### src/rtl/mar_pkg.sv
package mar_pkg;

  // Kind of result the output register will present next cycle.
  typedef enum logic [1:0] {
    RPT_IDLE = 2'd0,
    RPT_ADDR = 2'd1,
    RPT_DONE = 2'd2
  } rpt_kind_e;

  localparam int unsigned DEF_NPOS      = 16;
  localparam int unsigned DEF_START_OFS = 3;

endpackage

### src/rtl/mar_pri_node.sv
// Two-input cell of the priority tree: lower child wins, selection adds one address bit.
module mar_pri_node #(
  parameter int unsigned AW  = 4,
  parameter int unsigned BIT = 0
) (
  input  logic          lo_any_i,
  input  logic          hi_any_i,
  input  logic [AW-1:0] lo_adr_i,
  input  logic [AW-1:0] hi_adr_i,
  output logic          any_o,
  output logic [AW-1:0] adr_o
);
  localparam logic [AW-1:0] BITMASK = AW'(1) << BIT;

  logic take_hi;

  always_comb begin
    take_hi = hi_any_i & ~lo_any_i;
    any_o   = lo_any_i | hi_any_i;
    adr_o   = take_hi ? (hi_adr_i | BITMASK) : lo_adr_i;
  end
endmodule

### src/rtl/mar_pri_tree.sv
// Heap-indexed binary tree: leaves at NPOS..2*NPOS-1, root at 1.
module mar_pri_tree #(
  parameter int unsigned NPOS = 16,
  localparam int unsigned AW  = $clog2(NPOS)
) (
  input  logic [NPOS-1:0] req_i,
  output logic            any_o,
  output logic [AW-1:0]   idx_o
);
  logic          any_h [1:2*NPOS-1];
  logic [AW-1:0] adr_h [1:2*NPOS-1];

  for (genvar k = 0; k < NPOS; k++) begin : g_leaf
    assign any_h[NPOS+k] = req_i[k];
    assign adr_h[NPOS+k] = '0;
  end

  for (genvar i = 1; i < NPOS; i++) begin : g_node
    localparam int unsigned DEPTH = $clog2(i + 1) - 1;
    mar_pri_node #(.AW(AW), .BIT(AW - 1 - DEPTH)) u_node (
      .lo_any_i (any_h[2*i]),
      .hi_any_i (any_h[2*i+1]),
      .lo_adr_i (adr_h[2*i]),
      .hi_adr_i (adr_h[2*i+1]),
      .any_o    (any_h[i]),
      .adr_o    (adr_h[i])
    );
  end

  assign any_o = any_h[1];
  assign idx_o = adr_h[1];

  // a grant always points at a pending request, and nothing lower is pending.
  always_comb begin
    if (any_o) begin
      assert_grant_pending_R4: assert (req_i[idx_o]);
      assert_grant_lowest_R4: assert ((req_i & ((NPOS'(1) << idx_o) - NPOS'(1))) == '0);
    end
  end
endmodule

### src/rtl/mar_pos_buf.sv
// One bit per start position; load ORs in shifted end positions, drop clears reported bits.
module mar_pos_buf #(
  parameter int unsigned NPOS      = 16,
  parameter int unsigned START_OFS = 3
) (
  input  logic            clk,
  input  logic            rst,
  input  logic            clr_i,
  input  logic            load_i,
  input  logic [NPOS-1:0] load_vec_i,
  input  logic [NPOS-1:0] drop_i,
  output logic [NPOS-1:0] occ_o
);
  logic [NPOS-1:0] shifted;
  logic [NPOS-1:0] occ_q;

  // End position p becomes start offset p - START_OFS; lower bits fall off.
  assign shifted = load_vec_i >> START_OFS;

  always_ff @(posedge clk) begin
    if (rst || clr_i) begin
      occ_q <= '0;
    end else begin
      occ_q <= (occ_q & ~drop_i) | (load_i ? shifted : '0);
    end
  end

  assign occ_o = occ_q;

  // clear empties the buffer regardless of load.
  assert_clr_empties_R9: assert property (@(posedge clk) disable iff (rst)
    clr_i |=> (occ_o == '0));

  // loaded positions are present next cycle.
  assert_load_sets_R2: assert property (@(posedge clk) disable iff (rst)
    (load_i && !clr_i) |=> ((occ_o & $past(shifted)) == $past(shifted)));

  // a dropped bit is gone next cycle unless it was reloaded.
  assert_drop_clears_R5: assert property (@(posedge clk) disable iff (rst)
    (!clr_i && ((drop_i & (load_i ? shifted : '0)) == '0)) |=>
      ((occ_o & $past(drop_i)) == '0));
endmodule

### src/rtl/mar_reporter.sv
module mar_reporter
  import mar_pkg::*;
#(
  parameter int unsigned NPOS      = DEF_NPOS,
  parameter int unsigned START_OFS = DEF_START_OFS,
  localparam int unsigned AW       = $clog2(NPOS)
) (
  input  logic            clk,
  input  logic            rst,
  input  logic            buf_clr,
  input  logic            buf_load,
  input  logic [NPOS-1:0] load_vec,
  input  logic            out_en,
  output logic [AW-1:0]   addr_o,
  output logic            addr_vld_o,
  output logic            finish_o
);
  logic [NPOS-1:0] occ;
  logic [NPOS-1:0] drop;
  logic            any_pend;
  logic [AW-1:0]   sel_idx;
  rpt_kind_e       kind_nx;

  mar_pos_buf #(.NPOS(NPOS), .START_OFS(START_OFS)) u_buf (
    .clk        (clk),
    .rst        (rst),
    .clr_i      (buf_clr),
    .load_i     (buf_load),
    .load_vec_i (load_vec),
    .drop_i     (drop),
    .occ_o      (occ)
  );

  mar_pri_tree #(.NPOS(NPOS)) u_tree (
    .req_i (occ),
    .any_o (any_pend),
    .idx_o (sel_idx)
  );

  always_comb begin
    if (!out_en)       kind_nx = RPT_IDLE;
    else if (any_pend) kind_nx = RPT_ADDR;
    else               kind_nx = RPT_DONE;
    drop = (kind_nx == RPT_ADDR) ? (NPOS'(1) << sel_idx) : '0;
  end

  always_ff @(posedge clk) begin
    if (rst || buf_clr) begin
      addr_o     <= '0;
      addr_vld_o <= 1'b0;
      finish_o   <= 1'b0;
    end else begin
      addr_vld_o <= (kind_nx == RPT_ADDR);
      finish_o   <= (kind_nx == RPT_DONE);
      if (kind_nx == RPT_ADDR) addr_o <= sel_idx;
    end
  end

  // Previous-cycle buffer image, used only by the assertions below.
  logic [NPOS-1:0] occ_prev;
  always_ff @(posedge clk) begin
    if (rst) occ_prev <= '0;
    else     occ_prev <= occ;
  end

  assert_vld_was_pending_R5: assert property (@(posedge clk) disable iff (rst)
    addr_vld_o |-> occ_prev[addr_o]);

  assert_vld_is_lowest_R4: assert property (@(posedge clk) disable iff (rst)
    addr_vld_o |-> ((occ_prev & ((NPOS'(1) << addr_o) - NPOS'(1))) == '0));

  assert_fin_after_empty_R6: assert property (@(posedge clk) disable iff (rst)
    finish_o |-> (occ_prev == '0));

  assert_no_vld_and_fin_R8: assert property (@(posedge clk) disable iff (rst)
    !(addr_vld_o && finish_o));

  assert_idle_when_off_R7: assert property (@(posedge clk) disable iff (rst)
    !out_en |=> (!addr_vld_o && !finish_o));
endmodule

### config.mk
export PLATFORM = sky130hd
export DESIGN_NAME = mar_reporter
export DESIGN_NICKNAME = d
export VERILOG_FILES = /design/src/rtl/mar_pkg.sv /design/src/rtl/mar_pri_node.sv /design/src/rtl/mar_pri_tree.sv /design/src/rtl/mar_pos_buf.sv /design/src/rtl/mar_reporter.sv
export SDC_FILE = /design/constraint.sdc
export NUM_CORES = 1
export LEC_CHECK = 0
export BUFFER_PORTS_ARGS = -buffer_cell sky130_fd_sc_hd__buf_4
export CAP_MARGIN = 5
export CORE_MARGIN = 5
export CORE_UTILIZATION = 40
export CTS_CLUSTER_DIAMETER = 150
export DETAILED_ROUTE_END_ITERATION = 7
export GPL_TIMING_DRIVEN = 0
export MAX_ROUTING_LAYER = met4
export SLEW_MARGIN = 10
export SYNTH_ARGS = -nofsm -noshare
export SYNTH_HDL_FRONTEND = slang
export SYNTH_SLANG_ARGS = --single-unit
### constraint.sdc
create_clock -name clk -period 2.99 [get_ports clk]
set_clock_uncertainty 0.1 [all_clocks]
set_input_delay 0.1495 -clock clk [delete_from_list [all_inputs] [get_ports clk]]
set_output_delay 0.1495 -clock clk [all_outputs]
set_load 0.05 [all_outputs]
==> results by group, run 1 <==
Outcome
  • Status: finished clean

Cells and area
  • Ant diodes: 0
  • Area Growth Syn to Fin: 23.8%
  • Filler cell count: 272
  • # nets final: 188
  • Most frequent cells in the layout: buf_4 (24), nand2_1 (22), a21oi_1 (22), dfxtp_1 (22), nor2_1 (10)
  • Share of cells above drive strength 1: 27.1%
  • Commonest non-fill, non-tap cell in the layout: buf_4

CTS
  • Clk root buf: clkbuf_4
  • Worst-Skew Late Latency: 0.31 ns
  • CTS tree: done
  • Total clock sinks: 22
  • TritonCTS buffer count: 3
  • CTS clock-pin slew for the worst setup and hold paths: 0.13 ns
  • CTS Buffer Depth: 2
  • H-tree depth: 1
  • CTS resizes: 0

Run
  • MaxCap Viol Count: 0

STA
  • F_max: 0.469 GHz
  • Worst Setup Slack, final: 0.857 ns
  • Fin crit share: 71.3%
  • Final setup TNS: 0 ns
  • Fin. Hold Viols: 0
  • Slew Viols, Final: 0
  • RSZ-0062 raised after global routing: no
  • Slew headroom: 52.7%
  • Transition time at the pin with the least slew margin: 0.701 ns
  • Final setup violation count: 0
  • Tmin final: 2.13 ns

Critical path
  • Setup crit end kind: flop
  • Worst setup SP type: flop
  • CP required: 3.06 ns
  • WP data arrival: 2.20 ns
  • Crit path max fanout: 8
  • CP Class: flop to flop

Synthesis
  • Asr flop ratio synth: 0%
  • Gate Count Post-Synth: 136
  • Synth Register Bits: 22
  • Mapped cell area: 1170 sq um
  • Syn Area/Cell: 8.59 sq um
  • Sequential fraction of the synthesis area: 37.7%
  • Ys flop type: dfxtp_1
  • Synth warn: 0
  • Number of enable flip-flop cells after synthesis: 0
  • Synth cell types: 40
  • Syn nets: 157

Floorplan
  • Die X: 64.1 um
  • Initial Util: 42.0%
  • CORE AREA: 2780 sq um
  • Die ar.: 4100 sq um
  • Row count: 19
  • Die Span Y: 64.1 um
  • Boundary pin count: 27

Power and ir drop
  • Pwr Total: 0.638 mW
  • Pwr dens: 441 nW/um^2
  • Highest ir drop seen on vdd: 0.360 mV
  • Pleak: 0.576 nW

GRT
  • GRT Util Overall: 15.3%
  • Antenna violations before repair: 0
  • Vias in the first global route: 1041
  • First-pass GRT wire length: 4.91 mm
  • Grt total ovfl: 0
  • Largest net degree at the start of global routing: 13

Route
  • Final WL: 2.91 mm
  • Routed Antenna Nets: 0
  • DR iter-0 viols: 73
  • Vias per inst: 5.65
  • Post-DR wirelength/cell: 14.8 um
  • DR pass1 iterations: 4
  • Vias: 1114
  • Number of remaining DRC errors: 0

Min path
  • Hold Path Class: primary input to flop

Placement
  • Final HPWL DP: 2.17 mm
  • Placer Congestion: 0.818
  • Place WS: 0.841 ns
  • Port Buffers: 23
-- report_power, final --
group,internal [mW],leakage (nW),switching (mW)
clock,0.0744,0.0210,0.0929
combinational,0.0664,0.376,0.0906
sequential,0.303,0.179,0.0108
-- timing repair --
item                      in CTS  in global routing
hold buffers                   2                  1
buffers inserted               0                  0
hold endpoints to repair       3                  1
-- path summary, 6_finish.rpt --
kind / slack, ns / cells after the start / end / start
max: 0.86 / 5 / u_buf.occ_o[10] / u_buf.occ_o[13]
max reg2reg: 0.86 / 5 / u_buf.occ_o[10] / u_buf.occ_o[13]
min reg2reg: 0.37 / 2 / u_buf.occ_o[14] / u_buf.occ_o[14]
min: 0.02 / 3 / u_buf.occ_o[4] / load_vec[7]
-- per-stage QoR --
stage,utilization (%),hold WS [ns],instance area [sq um],cells
after floorplan,-,0.143,1170,136
after global placement,49.6,0.294,1380,190
after detailed placement,49.6,0.299,1380,190
after CTS,51.6,0.00308,1440,196
after global routing,52.0,0.00409,1450,197
final,52.0,0.0227,1450,197
-- state kept, by name, indices dropped and copies added (netlist names) --
register	flops
addr_o	4
addr_vld_o	1
finish_o	1
u_buf.occ_o	16
-- critical path, stage by stage, from the launching register on --
cell and delay, ns:
dfxtp_1 0.36, or4_4 0.56, o211ai_2 0.20, a21oi_2 0.06, nor2_1 0.50, a41oi_1 0.20
-- layer usage --
metal  share of wire, %  global-route usage, %  wire (um)
met5                  0                      -          0
met2                 50                   25.4       1460
met1                 44                   18.3       1290
met3                4.8                   4.03        139
met4               0.62                   3.64         18
-- cells in the mapped netlist, types with 2 or more instances --
cell type	n	area, sq um
a211oi_1	3	22.5
a21oi_1	22	110
a311oi_1	5	43.8
a311oi_2	4	60.1
a41oi_1	2	17.5
clkbuf_8	2	27.5
dfxtp_1	22	440
inv_1	4	15.0
nand2_1	22	82.6
nand2b_1	2	12.5
nand3_1	2	10.0
nor2_1	10	37.5
nor3_1	3	15.0
nor3b_1	2	15.0
nor4_1	3	18.8
o21ai_0	4	20.0
-- cell families after synthesis --
family / after synthesis / synth area share [%]
simple gates: 57 / 26.3
compound gates: 48 / 30.0
flops: 22 / 37.7
buf+inv: 9 / 6.00
-- cell type report --
type	count	area [sq um]	share of cell area, %
multi-input cells	105	658	45.5
flip-flops and latches	22	440	30.4
inverters	4	15.0	1.04
repair buffers	26	203	14.0
well taps	31	38.8	2.68
clock buffers	4	36.3	2.51
plain buffers	5	55.1	3.81
Power figures use the tool's default switching activity.
==> inputs of run 2 (changes only) <==
Clock period 2.99 ns to 2 ns, I/O delays scaled along.
==> results by group, run 2 (same netlist as run 1, synthesis figures left out) <==
CTS
  • CTS tree: done
  • Clk root buf: clkbuf_4
  • Total clock sinks: 22 (unchanged)
  • Worst-Skew Late Latency: 0.31 ns (about the same)
  • CTS Buffer Depth: 2 (unchanged)
  • CTS clock-pin slew for the worst setup and hold paths: 0.13 ns (about the same)
  • H-tree depth: 1 (unchanged)
  • TritonCTS buffer count: 3 (unchanged)

Critical path
  • WP data arrival: 2.05 ns (-0.15 ns)
  • Setup crit end kind: flop
  • Crit path max fanout: 8 (unchanged)
  • CP Class: flop to flop
  • Worst setup SP type: flop
  • CP required: 2.12 ns (-0.94 ns)

Placement
  • Final HPWL DP: 2.17 mm (unchanged)
  • Placer Congestion: 0.818 (unchanged)
  • Place WS: -0.149 ns (-0.990 ns)
  • Port Buffers: 23 (unchanged)

Floorplan
  • Die Span Y: 64.1 um (unchanged)
  • Boundary pin count: 27 (unchanged)
  • Initial Util: 42.0% (unchanged)
  • Die ar.: 4100 sq um (unchanged)
  • CORE AREA: 2780 sq um (unchanged)
  • Row count: 19 (unchanged)
  • Die X: 64.1 um (unchanged)

Run
  • MaxCap Viol Count: 0 (unchanged)

Outcome
  • Status: finished clean

Cells and area
  • Most frequent cells in the layout: buf_4 (25), nand2_1 (22), a21oi_1 (21)
  • # nets final: 200 (+6.4%)
  • Share of cells above drive strength 1: 30.9% (+3.8 points)
  • Ant diodes: 0 (unchanged)
  • Area Growth Syn to Fin: 36.9%
  • Commonest non-fill, non-tap cell in the layout: buf_4
  • Fin util: 57.5% (+5.5 points)
  • Number of flip-flops in the largest register: 16 (unchanged)

STA
  • Transition time at the pin with the least slew margin: 0.556 ns (-0.145 ns)
  • Fin. Hold Viols: 0 (unchanged)
  • Worst Setup Slack, final: 0.0748 ns (-0.783 ns)
  • Slew headroom: 62.3% (+9.6 points)
  • RSZ-0062 raised after global routing: yes
  • Slew Viols, Final: 0 (unchanged)
  • Final setup violation count: 0 (unchanged)
  • F_max: 0.519 GHz (+11%)
  • Tmin final: 1.93 ns (-0.207 ns)
  • Fin crit share: 96.3% (+25 points)

Route
  • Number of remaining DRC errors: 0 (unchanged)
  • Vias: 1155 (+3.7%)
  • Post-DR wirelength/cell: 14.7 um (-0.20%)
  • DR pass1 iterations: 4 (unchanged)
  • Final WL: 3.08 mm (+5.9%)
  • DR iter-0 viols: 39 (-47%)
  • Routed Antenna Nets: 0 (unchanged)
  • Vias per inst: 5.53 (-2.3%)

Min path
  • Hold Path Class: primary input to flop

GRT
  • Largest net degree at the start of global routing: 13 (unchanged)
  • Vias in the first global route: 1112 (+6.8%)
  • Antenna violations before repair: 0 (unchanged)
  • First-pass GRT wire length: 5.15 mm (+4.9%)
  • GRT Util Overall: 16.0% (+0.71 points)
  • Grt total ovfl: 0 (unchanged)

Power and ir drop
  • Highest ir drop seen on vdd: 0.552 mV (+53%)
  • Pwr dens: 615 nW/um^2 (+39%)
  • Pleak: 0.636 nW (+10%)
## run 2: where the power goes
group,leakage (nW),internal [mW],switching [mW]
sequential,0.181,0.452,0.0177
combinational,0.434,0.121,0.143
clock,0.0210,0.111,0.139
total,0.636,0.684,0.300
## run 2: metal layers
metal	global-route usage, %	wire length [um]	share of wire (%)	vias up
met5	-	0	0	-
met4	3.64	23	0.75	0
met3	3.68	98	3.2	4
met2	27.5	1570	51	12
met1	18.7	1390	45	543
li1	-	-	-	596
## run 2: metrics by stage
stage / total power [mW] / hold slack [ns] / cell area (sq um) / instances / TNS [ns]
6_report: 0.984 / 0.0185 / 1600 / 209 / 0
3_3_place_gp: 0.707 / 0.245 / 1380 / 190 / -0.815
5_1_grt: 1.04 / 0.0163 / 1600 / 209 / -0.00371
4_1_cts: 0.980 / 0.00255 / 1550 / 207 / 0
2_1_floorplan: 0.633 / 0.0940 / 1170 / 136 / 0
3_5_place_dp: 0.709 / 0.250 / 1380 / 190 / -0.822
## run 2: worst paths after layout
check,start,to,slack [ns],depth (start not counted)
setup reg to reg,u_buf.occ_o[8],u_buf.occ_o[9],0.07,6
hold / removal,load_vec[14],u_buf.occ_o[11],0.02,3
hold reg to reg,u_buf.occ_o[13],u_buf.occ_o[13],0.37,2
setup / recovery,u_buf.occ_o[8],u_buf.occ_o[9],0.07,6
## run 2: area by class of cell
cell class,instances,area (sq um)
clock buffer,4,36.3
tap,31,38.8
buffer,5,55.1
multi-input combinational,105,687
inverter,4,15.0
fill,270,1180
timing repair buffer,38,320
sequential,22,448
## run 2: timing repair
| item | in CTS | in global routing |
|---|---|---|
| hold buffers | 13 | 1 |
| buffers inserted | 0 | 1 |
| pin swaps | 0 | 2 |
| setup endpoints to repair | 8 | 17 |
| endpoints found under the hold margin | 17 | 1 |
| resized for setup | 1 | 12 |
## run 2: critical path: stages (launching register included)
cell and delay (ns):
dfxtp_4 0.39, or4_4 0.51, o211ai_2 0.20, a21oi_2 0.07, or2_1 0.23, buf_6 0.15
a311oi_2 0.19
